File: config.mk
export PLATFORM = sky130hd
export DESIGN_NAME = ser_ctl_master
export DESIGN_NICKNAME = d
export VERILOG_FILES = /design/src/rtl/scictl_pkg.sv /design/src/rtl/scictl_tick.sv /design/src/rtl/scictl_shift.sv /design/src/rtl/ser_ctl_master.sv
export SDC_FILE = /design/constraint.sdc
export NUM_CORES = 1
export LEC_CHECK = 0
export ABC_AREA = 1
export BUFFER_PORTS_ARGS = -buffer_cell sky130_fd_sc_hd__buf_2
export CAP_MARGIN = 5
export CORE_ASPECT_RATIO = 2
export CORE_MARGIN = 2
export CORE_UTILIZATION = 55
export DETAILED_ROUTE_END_ITERATION = 16
export PLACE_DENSITY = 0.85
export REMOVE_ABC_BUFFERS = 1
export SETUP_SLACK_MARGIN = 0.02
export SLEW_MARGIN = 20
export SYNTH_ARGS = -nofsm -noshare
export SYNTH_HDL_FRONTEND = slang
export SYNTH_SLANG_ARGS = --single-unit
File: constraint.sdc
create_clock -name clk -period 2.2 [get_ports clk]
set_clock_uncertainty 0.05 [all_clocks]
set_input_delay 0.11 -clock clk [delete_from_list [all_inputs] [get_ports clk]]
set_output_delay 0.11 -clock clk [all_outputs]
set_load 0.01 [all_outputs]
File: src/rtl/scictl_pkg.sv
package scictl_pkg;

    localparam int OPC_W   = 8;
    localparam int ADDR_W  = 8;
    localparam int WORD_W  = 16;
    localparam int FRAME_W = OPC_W + ADDR_W + WORD_W;

    localparam logic [OPC_W-1:0] OPC_WRITE = 8'h02;
    localparam logic [OPC_W-1:0] OPC_READ  = 8'h03;

    typedef enum logic [1:0] {
        ST_IDLE = 2'd0,
        ST_WAIT = 2'd1,
        ST_XFER = 2'd2
    } ctl_state_e;

    typedef struct packed {
        logic              is_read;
        logic [ADDR_W-1:0] addr;
        logic [WORD_W-1:0] wdata;
    } ctl_cmd_t;

    function automatic logic [FRAME_W-1:0] build_frame(ctl_cmd_t c);
        logic [OPC_W-1:0]  opc;
        logic [WORD_W-1:0] body;
        opc  = c.is_read ? OPC_READ : OPC_WRITE;
        body = c.is_read ? '0 : c.wdata;
        return {opc, c.addr, body};
    endfunction

endpackage

File: src/rtl/scictl_tick.sv
module scictl_tick #(
    parameter int HALF = 2
) (
    input  logic clk,
    input  logic rst,
    input  logic en,
    output logic tick
);
    localparam int CW = (HALF > 1) ? $clog2(HALF) : 1;

    logic [CW-1:0] cnt;

    assign tick = en && (cnt == CW'(HALF - 1));

    always_ff @(posedge clk) begin
        if (rst || !en || tick) begin
            cnt <= '0;
        end else begin
            cnt <= cnt + 1'b1;
        end
    end

endmodule

File: src/rtl/scictl_shift.sv
module scictl_shift
    import scictl_pkg::*;
(
    input  logic               clk,
    input  logic               rst,
    input  logic               load,
    input  logic [FRAME_W-1:0] frame_in,
    input  logic               tx_step,
    input  logic               rx_step,
    input  logic               miso,
    output logic               mosi,
    output logic [WORD_W-1:0]  rx_word
);
    logic [FRAME_W-1:0] tx_q;
    logic [WORD_W-1:0]  rx_q;

    always_ff @(posedge clk) begin
        if (rst) begin
            tx_q <= '0;
        end else if (load) begin
            tx_q <= frame_in;
        end else if (tx_step) begin
            tx_q <= {tx_q[FRAME_W-2:0], 1'b0};
        end
    end

    always_ff @(posedge clk) begin
        if (rst) begin
            rx_q <= '0;
        end else if (rx_step) begin
            rx_q <= {rx_q[WORD_W-2:0], miso};
        end
    end

    assign mosi    = tx_q[FRAME_W-1];
    assign rx_word = rx_q;

endmodule

File: src/rtl/ser_ctl_master.sv
module ser_ctl_master
    import scictl_pkg::*;
#(
    parameter int SCK_DIV = 4
) (
    input  logic        clk,
    input  logic        rst,
    input  logic        req_valid,
    input  logic        req_read,
    input  logic [7:0]  req_addr,
    input  logic [15:0] req_wdata,
    output logic        busy,
    output logic        done,
    output logic [15:0] rd_data,
    output logic        cs_n,
    output logic        sck,
    output logic        mosi,
    input  logic        miso,
    input  logic        dreq
);
    localparam int HALF  = SCK_DIV / 2;
    localparam int TICKS = 2 * FRAME_W + 2;
    localparam int TCW   = $clog2(TICKS + 1);
    localparam logic [TCW-1:0] LAST_T = TCW'(TICKS - 1);

    ctl_state_e       st;
    ctl_cmd_t         cmd;
    logic [TCW-1:0]   tcnt;
    logic             tick;
    logic             load;
    logic             last_t;
    logic             rise_t;
    logic             fall_t;
    logic [WORD_W-1:0] rx_word;

    assign last_t = tick && (tcnt == LAST_T);
    assign rise_t = tick && tcnt[0] && !last_t;
    assign fall_t = tick && !tcnt[0] && (tcnt != '0);
    assign load   = (st == ST_WAIT) && dreq;
    assign busy   = (st != ST_IDLE);

    scictl_tick #(.HALF(HALF)) u_tick (
        .clk  (clk),
        .rst  (rst),
        .en   (st == ST_XFER),
        .tick (tick)
    );

    scictl_shift u_shift (
        .clk      (clk),
        .rst      (rst),
        .load     (load),
        .frame_in (build_frame(cmd)),
        .tx_step  (fall_t && (st == ST_XFER)),
        .rx_step  (rise_t && (st == ST_XFER)),
        .miso     (miso),
        .mosi     (mosi),
        .rx_word  (rx_word)
    );

    always_ff @(posedge clk) begin
        if (rst) begin
            st      <= ST_IDLE;
            cmd     <= '0;
            tcnt    <= '0;
            cs_n    <= 1'b1;
            sck     <= 1'b0;
            done    <= 1'b0;
            rd_data <= '0;
        end else begin
            done <= 1'b0;
            case (st)
                ST_IDLE: begin
                    if (req_valid) begin
                        cmd <= '{is_read: req_read, addr: req_addr, wdata: req_wdata};
                        st  <= ST_WAIT;
                    end
                end
                ST_WAIT: begin
                    if (dreq) begin
                        cs_n <= 1'b0;
                        tcnt <= '0;
                        st   <= ST_XFER;
                    end
                end
                ST_XFER: begin
                    if (tick) begin
                        tcnt <= tcnt + 1'b1;
                        if (last_t) begin
                            cs_n    <= 1'b1;
                            done    <= 1'b1;
                            rd_data <= rx_word;
                            st      <= ST_IDLE;
                        end else if (rise_t) begin
                            sck <= 1'b1;
                        end else if (fall_t) begin
                            sck <= 1'b0;
                        end
                    end
                end
                default: st <= ST_IDLE;
            endcase
        end
    end

    initial begin
        assert (SCK_DIV >= 2 && SCK_DIV % 2 == 0)
            else $error("SCK_DIV must be even and at least 2");
    end

    assert_cs_gate_R3: assert property (@(posedge clk) disable iff (rst)
        $fell(cs_n) |-> $past(dreq));

    assert_sck_idle_R4: assert property (@(posedge clk) disable iff (rst)
        cs_n |-> !sck);

    assert_mosi_steady_R7: assert property (@(posedge clk) disable iff (rst)
        sck |-> $stable(mosi));

    assert_done_at_close_R9: assert property (@(posedge clk) disable iff (rst)
        done |-> $rose(cs_n));

    assert_busy_covers_R2: assert property (@(posedge clk) disable iff (rst)
        !busy |-> cs_n);

endmodule

After elaboration in Yosys (flattened, before gate mapping)
Index checks and enable logic that the tools add are counted.
{"block": "op_classes", "mux": 19, "n_addsub": 2, "reduce_logical": 27, "n_bitwise": 3, "n_eq_ne": 7}
{"operator": "32-bit two-way mux", "count": 2}
{"operator": "16-bit two-way mux", "count": 1}
{"operator": "7-bit two-way mux", "count": 2}
{"operator": "7-bit case mux with 2 select lines", "count": 1}
{"operator": "4-bit AND reduction", "count": 3}
{"operator": "1-bit logical AND", "count": 9}
{"operator": "2-bit two-way mux", "count": 4}
{"operator": "2-bit != test (second input constant)", "count": 4}
{"operator": "2-bit nonzero test", "count": 4}
{"operator": "7-bit by 1-bit adder with 7-bit output (second input constant)", "count": 1}
{"operator": "7-bit == test (second input constant)", "count": 1}
{"operator": "1-bit two-way mux", "count": 7}
{"operator": "7-bit nonzero test", "count": 1}
{"operator": "2-bit case mux with 3 select lines", "count": 1}
{"operator": "3-bit AND reduction", "count": 2}
{"operator": "1-bit zero test", "count": 3}
{"operator": "1-bit inverter", "count": 3}
{"operator": "3-bit OR reduction", "count": 1}
{"operator": "2-bit by 1-bit == test with 1-bit output (second input constant)", "count": 1}
{"operator": "2-bit == test (second input constant)", "count": 1}
{"operator": "2-bit zero test", "count": 1}
{"operator": "1-bit logical OR", "count": 2}
{"operator": "1-bit case mux with 2 select lines", "count": 1}
{"operator": "2-bit AND reduction", "count": 1}
{"operator": "1-bit adder (second input constant)", "count": 1}
{"block": "word_totals", "reg_bits": 102, "elab_cells": 70, "output_inout_bits": 21}

Logic depth before layout (Yosys ltp)
{"block": "depth", "ltp_word": 7, "ltp_mapped": 10, "mapped_depth_nobuf": 9}

Cells and area by module
A second synthesis with hierarchy kept.
{"block": "hier_totals", "cells_unflattened": 617, "area_unflattened_um2": 4365.4}
{"mod": "ser_ctl_master", "seq_area_each_um2": 1061.0, "cells_each": 301, "area_each_um2": 2220.9, "n_inst": 1}
{"mod": "scictl_shift", "seq_area_each_um2": 960.9, "cells_each": 310, "area_each_um2": 2103.3, "n_inst": 1}
{"mod": "scictl_tick", "seq_area_each_um2": 20.0, "cells_each": 6, "area_each_um2": 41.3, "n_inst": 1}

Least setup slack after synthesis
OpenSTA, ideal clock, no wires.
{"block": "synth_timing", "kind": "reg-to-reg", "startpoint": "register tcnt[0]", "endpoint": "register u_shift.tx_q[16]", "slack_ns": 0.619, "n_path_buf": 1, "path_stages_with_launch": 10, "arrival_time_ns": 1.413, "required_time_ns": 2.032, "cell_sequence": "dfxtp_1 > inv_1 > ha_1 > inv_1 > nor2_1 > nand3_2 > nand2_2 > buf_4 > a22oi_1 > nor2_1"}
{"block": "synth_between", "elab_chain_cells": 5, "word_cells_on_any_way": 6, "cone_classes": "reduce/logical: 6"}
{"item": "start, declared", "line": "ser_ctl_master.sv:28", "rtl": "logic [TCW-1:0] tcnt;"}
{"item": "start signal, assigned", "line": "ser_ctl_master.sv:88", "rtl": "tcnt <= tcnt + 1'b1;"}
{"item": "parallel branches: the longest is 2 deep, another holds 7-bit nonzero test"}
{"item": "1-bit logical AND (*)", "line": "ser_ctl_master.sv:38", "rtl": "assign fall_t = tick && !tcnt[0] && (tcnt != '0);"}
{"item": "1-bit logical AND (*)", "line": "ser_ctl_master.sv:54", "rtl": ".tx_step (fall_t && (st == ST_XFER)),"}
{"item": "2-bit nonzero test (no line) (*)"}
{"item": "end signal, assigned", "line": "scictl_shift.sv:21", "rtl": "tx_q <= frame_in;"}
{"item": "end signal, assigned", "line": "scictl_shift.sv:23", "rtl": "tx_q <= {tx_q[FRAME_W-2:0], 1'b0};"}
{"item": "end, declared", "line": "scictl_shift.sv:14", "rtl": "logic [FRAME_W-1:0] tx_q;"}
Every way passes the cells marked *.
A chain may end at the register's enable or synchronous reset.

Final worst setup path
{"block": "layout_timing", "startpoint": "register tcnt[0]", "endpoint": "register u_shift.tx_q[4]"}
The elaborated chain is that of the path after synthesis.

==> results.json <==
{
  "status": "finished with violations",
  "violations": "hold timing",
  "hp-start": "req_wdata[4]",
  "io_pins": 51,
  "diodes": 0,
  "dieHeight_um": 125.8,
  "clockBufferDepth": 2,
  "yosys.cell_count.top_type": "dfxtp_1",
  "setup-tns-final_ns": 0,
  "endpoint_kind": "flop",
  "synth_top_area_share_pct": 50.06,
  "slew_headroom_pct": 67.66,
  "ys_seq_area_share_pct": 50.06,
  "max_slew.worst_pin.slew_ns": 0.4846,
  "wl_um": 8744,
  "cp.required_ns": 2.42,
  "hpwlAfterDp_um": 5818,
  "r2r_end": "u_shift.tx_q[4]",
  "grt_pass1_wl_um": 14830,
  "maxCapViolCount": 0,
  "pwr-share-seq_pct": 52.4,
  "setup_violations": 0,
  "synth_compound_area_share_pct": 18.34,
  "yosys_most_used_dff": "dfxtp_1",
  "io_buffers": 50,
  "hold_slack_ns": -0.003135,
  "drc": 0,
  "area_growth_syn_to_layout_pct": 17.33,
  "cts.root.buffer_cell": "clkbuf_16",
  "synthAdderAreaFrac_pct": 0.9202,
  "yosys.area_share.xor_xnor_pct": 0.2147,
  "top_usage_layer": "met2",
  "antenna_left": 0,
  "cts_tree": "built",
  "grtUsageMet3_pct": 2.589,
  "cts_resized": 0,
  "p_sw_uw": 854.3,
  "nets": 628,
  "grt_setup_unrepaired": "false",
  "drt_iter0_drc": 197,
  "post-cts-setup-buffers": 0,
  "routedWlPerCell_um": 12.65,
  "fin_crit_sh_pct": 89.80,
  "synth_area_leader_cell": "dfxtp_1",
  "synth_mux_area_share_pct": 0,
  "synth_simple_gate_area_share_pct": 22.94,
  "p_clk_share_pct": 39.7,
  "combPwrFrac_pct": 7.9,
  "cp-start-kind": "flop",
  "cts_buffers": 9,
  "postSynthCellCount": 542,
  "p_sw_share_pct": 23.12,
  "period_minus_slack_ns": 1.976,
  "die_w_um": 64.90,
  "slew_violations": 0,
  "slowest_stage": "dfxtp_1",
  "hold-path-endpoint": "cmd[4]",
  "core_area_um2": 7212,
  "path_class": "flop to flop",
  "r2r_slack_ns": 0.22,
  "r2r_cells": 9,
  "via_per_inst": 5.279,
  "dieArea_um2": 8163,
  "gp_congestion": 0.8061,
  "initial_core_util_pct": 56.56,
  "synth_top_family_by_area": "simple AND/OR/NAND/NOR gates",
  "yosys-top-cells-area": "dfxtp_1 50%, a21oi_1 8.3%, nand2_1 8.2%",
  "synthArstFlopShare_pct": 0,
  "ys_seq_elements": 102,
  "synth_edf_count": 0,
  "fillers": 623,
  "p_int_mw": 2.840,
  "via_count": 3648,
  "gr-usage-all-layers_pct": 22.83,
  "p_per_area_nw_per_um2": 771.9,
  "insertion_delay_ns": 0.34,
  "yosys_warnings": 0,
  "clkTransAtPathRegs_ns": 0.07,
  "path_max_fanout": 25,
  "hold_depth": 3,
  "rows": 44,
  "fmax_mhz": 506.2,
  "globalRouteOverflowTotal": 0,
  "power_leakage_nw": 1.964,
  "crit_path_frequent_cell": "inv_1",
  "hold_viol": 1,
  "arrival_ns": 2.20,
  "cts_sinks": 102,
  "regToRegStartpoint": "tcnt[0]",
  "use_met2_pct": 41.48,
  "cts_max_level": 3,
  "antenna_found_initial": 0,
  "drive_gt1_share_pct": 14.52,
  "ys_types": 27,
  "hold_class": "primary input to flop",
  "slowest_delay_ns": 0.39,
  "use_met1_pct": 24.23,
  "ir_drop_mv": 0.5404,
  "synth_common_cells": "102 x dfxtp_1, 89 x nand2_1, 79 x nor2_1, 68 x a21oi_1, 53 x o21ai_0",
  "netlist_area_um2": 4079,
  "grt_pass1_vias": 3515,
  "grt_max_degree": 52,
  "path_cells": "inv_1 > ha_1 > inv_1 > nor2_1 > nand3_2 > nand2_2 > buf_4 > nand3_1 > a21oi_1",
  "dr.pass1.iters": 5,
  "syn_avg_cell_area_um2": 7.526
}
-- routing by layer --
layer / wire length, um / part of all wire (%)
met1: 3504 / 40
met2: 4581 / 52
met3: 334 / 3.8
met4: 324 / 3.7
met5: 0 / 0
-- through the flow --
| stage | instance area, um^2 | setup slack, ns | utilization (%) | power, mW | instances |
|---|---|---|---|---|---|
| after floorplan | 3911 | 0.0008595 | - | 2.139 | 510 |
| after global placement | 4349 | 0.4018 | 60.31 | 2.235 | 660 |
| after detailed placement | 4349 | 0.2572 | 60.31 | 2.246 | 660 |
| after CTS | 4786 | 0.2257 | 66.36 | 3.716 | 691 |
| after global routing | 4786 | 0.02791 | 66.36 | 3.825 | 691 |
| final | 4786 | 0.2244 | 66.36 | 3.694 | 691 |
-- what timing repair did --
item	CTS	global route
hold buffers	16	0
endpoints found under the setup margin	0	0
hold endpoints to repair	16	0
-- power by group through the flow --
stage | logic [mW] | registers [mW] | clock network, mW
2_1_floorplan | 0.167 | 1.97 | 0
3_3_place_gp | 0.260 | 1.98 | 0
3_5_place_dp | 0.267 | 1.98 | 0
4_1_cts | 0.291 | 1.94 | 1.49
5_1_grt | 0.332 | 1.94 | 1.55
6_report | 0.291 | 1.94 | 1.47
-- worst max-delay path, delay by kind of cell (launching register included) --
family,cells,cell delay [ns]
flops,1,0.39
simple gates,4,0.61
compound gates,1,0.17
fa+ha+maj,1,0.17
buf+inv,3,0.51
-- flip-flops by register name, summed over array words and instances (netlist names), 2 cells and up --
name	flops
u_shift.rx_word	16
u_shift.tx_q	32
st	2
tcnt	7
rd_data	16
cmd	25
-- layout make-up --
| cell class | instances | area [um^2] | share of cell area (%) |
|---|---|---|---|
| multi-input cells | 371 | 1730 | 36.16 |
| flip-flops and latches | 102 | 2042 | 42.67 |
| inverters | 37 | 138.9 | 2.902 |
| clock inverters | 3 | 20.02 | 0.4183 |
| repair buffers | 74 | 483.0 | 10.09 |
| clock buffers | 12 | 256.5 | 5.359 |
| well taps | 92 | 115.1 | 2.405 |
-- cells in the final DEF (no fill, tap or decap), drive strengths merged --
master,Yosys,layout
nand3b,1,1
nand2,94,94
nor2,82,82
clkinv,0,1
a22oi,1,1
xor2,1,1
nand3,36,36
nand4,3,3
clkbuf,13,12
dfxtp,102,102
dlygate4sd3,0,16
or2,1,1
ha,3,3
nor3,1,1
inv,37,37
clkinvlp,0,2
buf,19,58
o21ai,80,80
a21oi,68,68
-- cells by family (layout without fill, tap and decap cells) --
logic type,count (synthesis),count (layout)
buf+inv,69,126
simple gates,218,218
flops,102,102
xor+xnor,1,1
compound gates,149,149
fa+ha+maj,3,3
-- worst max-delay path by stage --
stage / start / to / slack [ns] / cells after the start
final: tcnt[0] / u_shift.tx_q[4] / 0.22 / 9
after global routing: tcnt[0] / u_shift.tx_q[8] / 0.03 / 9
after detailed placement: tcnt[0] / u_shift.tx_q[4] / 0.26 / 9
after floorplan: tcnt[0] / st[1] / 0.0009 / 8
after CTS: tcnt[0] / u_shift.tx_q[4] / 0.23 / 9
after global placement: tcnt[0] / u_shift.tx_q[3] / 0.40 / 9
Note: power is estimated with default switching activity, not from simulation.
